[src/rtl/clksel_pkg.sv]
package clksel_pkg;

  localparam int DEF_WIDTH       = 10;
  localparam int DEF_SYNC_STAGES = 2;

  // Meaning of one held select bit
  typedef enum logic {
    PICK_CK1 = 1'b0,
    PICK_CK0 = 1'b1
  } pick_e;

  // Route one of the two clock inputs according to a select bit
  function automatic logic pick_clock(input logic sel, input logic ck0, input logic ck1);
    return (pick_e'(sel) == PICK_CK0) ? ck0 : ck1;
  endfunction

endpackage

[src/rtl/clksel_sync.sv]
module clksel_sync #(
  parameter int STAGES = 2
) (
  input  logic clk,
  input  logic rst,
  input  logic d,
  output logic q
);

  logic [STAGES-1:0] pipe;

  generate
    if (STAGES == 1) begin : g_single
      always_ff @(posedge clk) begin
        if (rst) pipe <= '0;
        else     pipe <= d;
      end
    end else begin : g_chain
      always_ff @(posedge clk) begin
        if (rst) pipe <= '0;
        else     pipe <= {pipe[STAGES-2:0], d};
      end
    end
  endgenerate

  assign q = pipe[STAGES-1];

endmodule

[src/rtl/clksel_shifter.sv]
module clksel_shifter #(
  parameter int W = 10
) (
  input  logic         clk,
  input  logic         rst,
  input  logic         step,
  input  logic         din,
  output logic [W-1:0] sr_q
);

  // New bit enters at the top, everything moves toward bit 0
  function automatic logic [W-1:0] push_top(input logic [W-1:0] cur, input logic b);
    return {b, cur[W-1:1]};
  endfunction

  always_ff @(posedge clk) begin
    if (rst)       sr_q <= '0;
    else if (step) sr_q <= push_top(sr_q, din);
  end

endmodule

[src/rtl/clksel_holder.sv]
module clksel_holder #(
  parameter int W = 10
) (
  input  logic         clk,
  input  logic         rst,
  input  logic         open_en,
  input  logic [W-1:0] src,
  output logic [W-1:0] held_q
);

  always_ff @(posedge clk) begin
    if (rst)          held_q <= '0;
    else if (open_en) held_q <= src;
  end

endmodule

[src/rtl/clksel_muxbank.sv]
module clksel_muxbank import clksel_pkg::*; #(
  parameter int W = 10
) (
  input  logic [W-1:0] sel,
  input  logic         ck0,
  input  logic         ck1,
  output logic [W-1:0] outs
);

  generate
    for (genvar n = 0; n < W; n++) begin : g_sel
      assign outs[n] = pick_clock(sel[n], ck0, ck1);
    end
  endgenerate

endmodule

[src/rtl/clksel_serial_bank.sv]
module clksel_serial_bank import clksel_pkg::*; #(
  parameter int W           = DEF_WIDTH,
  parameter int SYNC_STAGES = DEF_SYNC_STAGES,
  parameter bit HAS_RESET   = 1'b1
) (
  input  logic         clk,
  input  logic         rst,
  input  logic         ser_clk,
  input  logic         ser_din,
  input  logic         ser_load,
  input  logic         ck0_in,
  input  logic         ck1_in,
  output logic         ser_dout,
  output logic [W-1:0] clk_out
);

  localparam int NUM_SER = 3;
  localparam int IX_CLK  = 0;
  localparam int IX_DAT  = 1;
  localparam int IX_LD   = 2;

  logic               rst_eff;
  logic [NUM_SER-1:0] ser_raw;
  logic [NUM_SER-1:0] ser_s;
  logic               sclk_prev;
  logic               sclk_rise;    // event: synchronized serial clock rose
  logic               load_active;  // event: holding register open this cycle
  logic [W-1:0]       shreg;
  logic [W-1:0]       latch_q;

  assign rst_eff = HAS_RESET ? rst : 1'b0;
  assign ser_raw = {ser_load, ser_din, ser_clk};

  generate
    for (genvar i = 0; i < NUM_SER; i++) begin : g_sync
      clksel_sync #(.STAGES(SYNC_STAGES)) u_sync (
        .clk (clk),
        .rst (rst_eff),
        .d   (ser_raw[i]),
        .q   (ser_s[i])
      );
    end
  endgenerate

  always_ff @(posedge clk) begin
    if (rst_eff) sclk_prev <= 1'b0;
    else         sclk_prev <= ser_s[IX_CLK];
  end

  assign sclk_rise   = ser_s[IX_CLK] & ~sclk_prev;
  assign load_active = ser_s[IX_LD];

  clksel_shifter #(.W(W)) u_shift (
    .clk  (clk),
    .rst  (rst_eff),
    .step (sclk_rise),
    .din  (ser_s[IX_DAT]),
    .sr_q (shreg)
  );

  clksel_holder #(.W(W)) u_hold (
    .clk     (clk),
    .rst     (rst_eff),
    .open_en (load_active),
    .src     (shreg),
    .held_q  (latch_q)
  );

  clksel_muxbank #(.W(W)) u_mux (
    .sel  (latch_q),
    .ck0  (ck0_in),
    .ck1  (ck1_in),
    .outs (clk_out)
  );

  assign ser_dout = shreg[0];

endmodule

[config.mk]
export PLATFORM = sky130hd
export DESIGN_NAME = clksel_serial_bank
export DESIGN_NICKNAME = d
export VERILOG_FILES = /design/src/rtl/clksel_pkg.sv /design/src/rtl/clksel_sync.sv /design/src/rtl/clksel_shifter.sv /design/src/rtl/clksel_holder.sv /design/src/rtl/clksel_muxbank.sv /design/src/rtl/clksel_serial_bank.sv
export SDC_FILE = /design/constraint.sdc
export NUM_CORES = 1
export LEC_CHECK = 0
export BUFFER_PORTS_ARGS = -buffer_cell sky130_fd_sc_hd__buf_4
export CORE_AREA = 2 2 51 48
export DETAILED_ROUTE_END_ITERATION = 16
export DIE_AREA = 0 0 53 50
export PLACE_DENSITY = 0.77
export SLEW_MARGIN = 20
export SYNTH_ARGS = -nofsm -noshare
export SYNTH_HDL_FRONTEND = slang
export SYNTH_HIERARCHICAL = 1
export SYNTH_SLANG_ARGS = --single-unit
[constraint.sdc]
create_clock -name clk -period 1.1 [get_ports clk]
set_input_delay 0 -clock clk [delete_from_list [all_inputs] [get_ports clk]]
set_output_delay 0 -clock clk [all_outputs]
set_load 0.05 [all_outputs]
==> results.cfg, run 1 <==
[clocking]
path_clk_slew_ns = 0.14
cts_buffer_depth = 2
cts_buffers = 3
cts_max_level = 1
cts.sinks = 27
clock_latency_ns = 0.32
cts_tree = done
cts_root_buf = clkbuf_4

[route]
viasPerCell = 4.871
drtIter0Drc = 7
ant_nets = 0
drtPass1Iterations = 4
wl_met1_um = 839
via_count = 682
wl_met2_um = 898
drc = 0
met3_length_um = 83
drt-wirelength-per-cell_um = 13.01
routed_wirelength_um = 1821
routed.top_layer = met3

[pwr]
clockPowerShare_pct = 24.9
p_sw_w = 0.0004198
p_sw_share_pct = 25.16
static-leakage-power_nw = 0.5539
pwr-share-seq_pct = 59.5
internal_power_w = 0.001249
vdd.ir_drop.worst_v = 0.001125
p_comb_share_pct = 15.6
powerDensity_nw_per_um2 = 1209

[die]
die_area_sq_um = 2650
start_util_pct = 49.23
core_area_sq_um = 2102
die_x_um = 53
rows = 16
fp.dieH_um = 50
io_pins = 18

[logic_synthesis]
syn_avg_cell_area_sq_um = 11.50
synth_top_family_by_area = multiplexers
synth-xor-area-share_pct = 0
yosysTopAreaCellShare_pct = 52.24
yosys-top-cells-area = dfxtp_1 (52%), mux2i_1 (19%), mux2_2 (11%)
ys_ff_latch = 27
synth_mux_area_share_pct = 30.23
synthSimpleGateAreaFrac_pct = 13.54
ys_types = 8
syn_area_sq_um = 1035
synth_compound_area_share_pct = 0
yosysTopAreaCell = dfxtp_1
yosysWarnings = 6
synthAdderAreaFrac_pct = 0
synthesis.nets = 97
ys_seq_area_share_pct = 52.24
syn_inst = 90

[placement]
gp_congestion = 0.7204
place.port_buffers = 17
placed_area_sq_um = 1182
dpl.hpwl_um = 1092

[timing]
max_slew_margin_pct = 81.59
fmax_mhz = 858.2
timing.final.ws_setup_ns = -0.06526
setup_viol = 10
whs_ns = 0.02177
tightest_slew_ns = 0.2761
fin_crit_ns = 1.165
min_period_over_period_pct = 105.9
slew_violations = 0
clock_skew_ns = 0.01089
finalHoldViolCount = 0
grt_setup_unrepaired = true

[global_routing]
grt_pass1_wl_um = 3091
grt_start_max_net_pins = 28
grt_pass1_vias = 672
grt_overflow_total = 0
grt.total_usage_pct = 16.19
antenna_found_initial = 0

[cells_and_area]
design_area_sq_um = 1380
areaGrowthSynthToFinish_pct = 33.37
drive_gt1_share_pct = 41.59
nets = 121
num_antenna_cells = 0

[critical_path]
r2r-start = g_sync[0].u_sync/pipe[1]$_SDFF_PP0_
arrival_ns = 1.17
crit_path_start_kind = flip-flop
cp-end-kind = primary output
path_class = flip-flop to primary output
rrSetupSlack_ns = 0.08
ff2ff_path_depth = 4
worstReg2RegEnd = u_shift/sr_q[0]$_SDFFE_PP0P_
required_ns = 1.10
path_max_fanout = 2

[run_status]
status = complete, but fails checks
violations = setup timing

[worst_hold_path]
hold_path.startpoint = rst
min_path_cells = 2
hold_end = u_hold/held_q[4]$_SDFFE_PP0P_
hold_path_class = primary input to flip-flop

[flow_run]
cap_violations = 0
==> cells in the mapped netlist <==
library cell,instances
buf_1,2
dfxtp_1,27
mux2i_1,20
nor2b_4,2
nor2b_1,6
mux2_2,10
buf_6,3
nor2_1,20
==> area by class of cell <==
| cell class | instances | area, sq um |
|---|---|---|
| clock inverter | 1 | 5.005 |
| multi-input combinational | 58 | 490.5 |
| timing repair buffer | 24 | 275.3 |
| fill | 166 | 721.9 |
| tap | 27 | 33.78 |
| clock buffer | 3 | 22.52 |
| sequential | 27 | 553.0 |
==> power by group through the flow <==
stage	Sequential (W)	Combinational, W	Clock (W)
6_report	0.000993	0.000260	0.000415
2_1_floorplan	0.00101	0.000142	0
3_3_place_gp	0.00101	0.000202	0
3_5_place_dp	0.00102	0.000205	0
4_1_cts	0.000993	0.000261	0.000432
5_1_grt	0.000995	0.000273	0.000475
==> layout by cell type, fill, tap and decap left out <==
cell / count
clkinv_2: 1
nor2b_1: 6
dfxtp_2: 10
buf_12: 1
nor2b_4: 2
dfxtp_1: 17
nor2_1: 20
buf_4: 10
mux2_4: 10
buf_8: 10
clkbuf_4: 3
mux2i_1: 20
dlygate4sd3_1: 3
==> per-stage QoR <==
| step | std cells | power (W) | setup WS, ns | utilization, % | TNS (ns) |
|---|---|---|---|---|---|
| after global routing | 140 | 0.001743 | -0.1096 | 65.65 | -0.8774 |
| after floorplan | 90 | 0.001157 | 0.1647 | - | 0 |
| after CTS | 139 | 0.001686 | -0.05669 | 65.30 | -0.5223 |
| after global placement | 131 | 0.001217 | 0.1365 | 56.25 | 0 |
| after detailed placement | 131 | 0.001220 | 0.1008 | 56.25 | 0 |
| final | 140 | 0.001669 | -0.06526 | 65.65 | -0.4248 |
==> timing repair <==
item                                    CTS  global route
gates resized for setup                  40             0
endpoints found under the setup margin   10            10
hold endpoints to repair                  3             0
hold buffers                              3             0
buffers inserted                          1             1
==> cell families (layout without fill, tap and decap cells) <==
family	after synthesis	in the layout
flops	27	27
buf+inv	5	28
simple gates	28	28
mux	30	30
==> flip-flops by register name, summed over array words and instances (netlist names) <==
signal	cells
sclk_prev	1
u_shift/sr_q	10
g_sync.u_sync/pipe	6
u_hold/held_q	10
==> worst max-delay path by stage <==
stage                                                    from                           end  cells past startpoint
final                           u_hold/held_q[3]$_SDFFE_PP0P_                    clk_out[3]                      2
after global placement    g_sync[0].u_sync/pipe[1]$_SDFF_PP0_  u_shift/sr_q[0]$_SDFFE_PP0P_                      4
after floorplan           g_sync[0].u_sync/pipe[1]$_SDFF_PP0_  u_shift/sr_q[0]$_SDFFE_PP0P_                      4
after detailed placement  g_sync[0].u_sync/pipe[1]$_SDFF_PP0_  u_shift/sr_q[0]$_SDFFE_PP0P_                      4
after CTS                       u_hold/held_q[5]$_SDFFE_PP0P_                    clk_out[5]                      2
after global routing            u_hold/held_q[3]$_SDFFE_PP0P_                    clk_out[3]                      2
==> per-layer routing <==
metal  track usage, %  up-vias
li1                 -      344
met1            19.01      323
met2            27.92       15
met3            6.364        0
met4            2.564        0
met5                0        -
==> worst max-delay path, cell delays in order (launching register included) <==
cell and delay, ns:
dfxtp_2 0.37, mux2_4 0.32, buf_8 0.15
Note: power is estimated with default switching activity, not from simulation.
==> run 2, diff against run 1 <==
--- a/config.mk
+++ b/config.mk
@@ -7,9 +7,11 @@
 export LEC_CHECK = 0
 export BUFFER_PORTS_ARGS = -buffer_cell sky130_fd_sc_hd__buf_4
 export CORE_AREA = 2 2 51 48
+export CTS_CLUSTER_SIZE = 8
 export DETAILED_ROUTE_END_ITERATION = 16
 export DIE_AREA = 0 0 53 50
 export PLACE_DENSITY = 0.77
+export RECOVER_POWER = 25
 export SLEW_MARGIN = 20
 export SYNTH_ARGS = -nofsm -noshare
 export SYNTH_HDL_FRONTEND = slang
==> run 2 against run 1 <==
Against the previous run:
- the run still ends with setup timing left
- global-route usage stayed put
- via count stayed put
- wire length hardly changed
- cell count stayed put
==> results.cfg, run 2 (synthesis gave the netlist of run 1 again) <==
[run_status]
status = complete, but fails checks
violations = setup timing

[clocking]
clock_latency_ns = 0.32
cts_buffer_depth = 2
cts_buffers = 3
cts_tree = done
path_clk_slew_ns = 0.14
cts_root_buf = clkbuf_4
cts.sinks = 27
cts_max_level = 1

[route]
ant_nets = 0
routed_wirelength_um = 1820
via_count = 682
drt-wirelength-per-cell_um = 13.00
drtPass1Iterations = 4
drc = 0
drtIter0Drc = 7
viasPerCell = 4.871

[critical_path]
cp-end-kind = primary output
rrSetupSlack_ns = 0.09
worstReg2RegEnd = u_shift/sr_q[0]$_SDFFE_PP0P_
r2r-start = g_sync[0].u_sync/pipe[1]$_SDFF_PP0_
required_ns = 1.10
ff2ff_path_depth = 4
path_class = flip-flop to primary output
arrival_ns = 1.17
crit_path_start_kind = flip-flop
path_max_fanout = 2

[global_routing]
grt_pass1_wl_um = 3091
antenna_found_initial = 0
grt_pass1_vias = 672
grt.total_usage_pct = 16.19
grt_start_max_net_pins = 28
grt_overflow_total = 0

[cells_and_area]
drive_gt1_share_pct = 41.59
nets = 121
num_antenna_cells = 0
areaGrowthSynthToFinish_pct = 32.89
reg_top3 = u_hold/held_q x10, u_shift/sr_q x10, g_sync.u_sync/pipe x6
mostFrequentLayoutCells = mux2i_1 (20), nor2_1 (20), dfxtp_1 (17)
design_area_sq_um = 1375
fillers = 166

[timing]
whs_ns = 0.01672
fin_tns_setup_ns = -0.4236
tightest_slew_ns = 0.2640
grt_setup_unrepaired = true
timing.final.ws_setup_ns = -0.06512
setup_viol = 10
slew_violations = 0
max_slew_margin_pct = 82.40
min_period_over_period_pct = 105.9
fin_crit_ns = 1.165
fmax_mhz = 858.3
clock_skew_ns = 0.01083
finalHoldViolCount = 0

[die]
die_area_sq_um = 2650
fp.dieH_um = 50
die_x_um = 53
rows = 16
io_pins = 18
start_util_pct = 49.23
core_area_sq_um = 2102

[flow_run]
cap_violations = 0

[pwr]
powerDensity_nw_per_um2 = 1212
static-leakage-power_nw = 0.5522
vdd.ir_drop.worst_v = 0.001122

[placement]
place.port_buffers = 17
dpl.hpwl_um = 1092
placed_area_sq_um = 1182
gp_congestion = 0.7204

[worst_hold_path]
hold_path.startpoint = rst
hold_end = u_hold/held_q[4]$_SDFFE_PP0P_
hold_path_class = primary input to flip-flop
min_path_cells = 2
[run 2: worst max-delay path by stage]
stage | from | to | slack (ns) | cells after the start
2_1_floorplan | g_sync[0].u_sync/pipe[1]$_SDFF_PP0_ | u_shift/sr_q[0]$_SDFFE_PP0P_ | 0.16 | 4
3_3_place_gp | g_sync[0].u_sync/pipe[1]$_SDFF_PP0_ | u_shift/sr_q[0]$_SDFFE_PP0P_ | 0.14 | 4
3_5_place_dp | g_sync[0].u_sync/pipe[1]$_SDFF_PP0_ | u_shift/sr_q[0]$_SDFFE_PP0P_ | 0.10 | 4
4_1_cts | u_hold/held_q[5]$_SDFFE_PP0P_ | clk_out[5] | -0.06 | 2
5_1_grt | u_hold/held_q[3]$_SDFFE_PP0P_ | clk_out[3] | -0.11 | 2
6_report | u_hold/held_q[3]$_SDFFE_PP0P_ | clk_out[3] | -0.07 | 2
[run 2: power breakdown]
group          switching, W  leakage (nW)  internal [W]
Combinational      0.000136         0.310      0.000122
Sequential       0.00000365         0.224      0.000989
Clock              0.000279        0.0177      0.000136
[run 2: cell type report]
class	instances	area, sq um	area share [%]
Sequential cell	27	553.0	40.22
Multi-Input combinational cell	58	485.5	35.30
Timing Repair Buffer	24	275.3	20.02
Tap cell	27	33.78	2.457
Clock buffer	3	22.52	1.638
Clock inverter	1	5.005	0.3640
[run 2: critical path: stages (launching register included)]
cell and delay [ns]:
dfxtp_2 0.37, mux2_4 0.32, buf_8 0.15
[run 2: stage by stage]
| step | utilization (%) | total power [W] | worst slack, ns | std cells |
|---|---|---|---|---|
| 2_1_floorplan | - | 0.001157 | 0.1647 | 90 |
| 3_3_place_gp | 56.25 | 0.001217 | 0.1365 | 131 |
| 3_5_place_dp | 56.25 | 0.001220 | 0.1008 | 131 |
| 4_1_cts | 65.30 | 0.001686 | -0.05669 | 139 |
| 5_1_grt | 65.42 | 0.001741 | -0.1096 | 140 |
| 6_report | 65.42 | 0.001666 | -0.06512 | 140 |
[run 2: per-layer routing]
metal | up-vias | part of all wire (%) | wire length, um | global-route usage [%]
li1 | 344 | - | - | -
met1 | 323 | 46 | 839 | 19.01
met2 | 15 | 49 | 897 | 27.92
met3 | 0 | 4.6 | 83 | 6.364
met4 | 0 | 0 | 0 | 2.564
met5 | - | 0 | 0 | 0
[run 2: what timing repair did]
| action | in CTS | in global routing |
|---|---|---|
| buffers inserted | 1 | 1 |
| hold buffers | 3 | 0 |
| endpoints found under the setup margin | 10 | 10 |
| gates resized for setup | 40 | 0 |
| endpoints found under the hold margin | 3 | 0 |
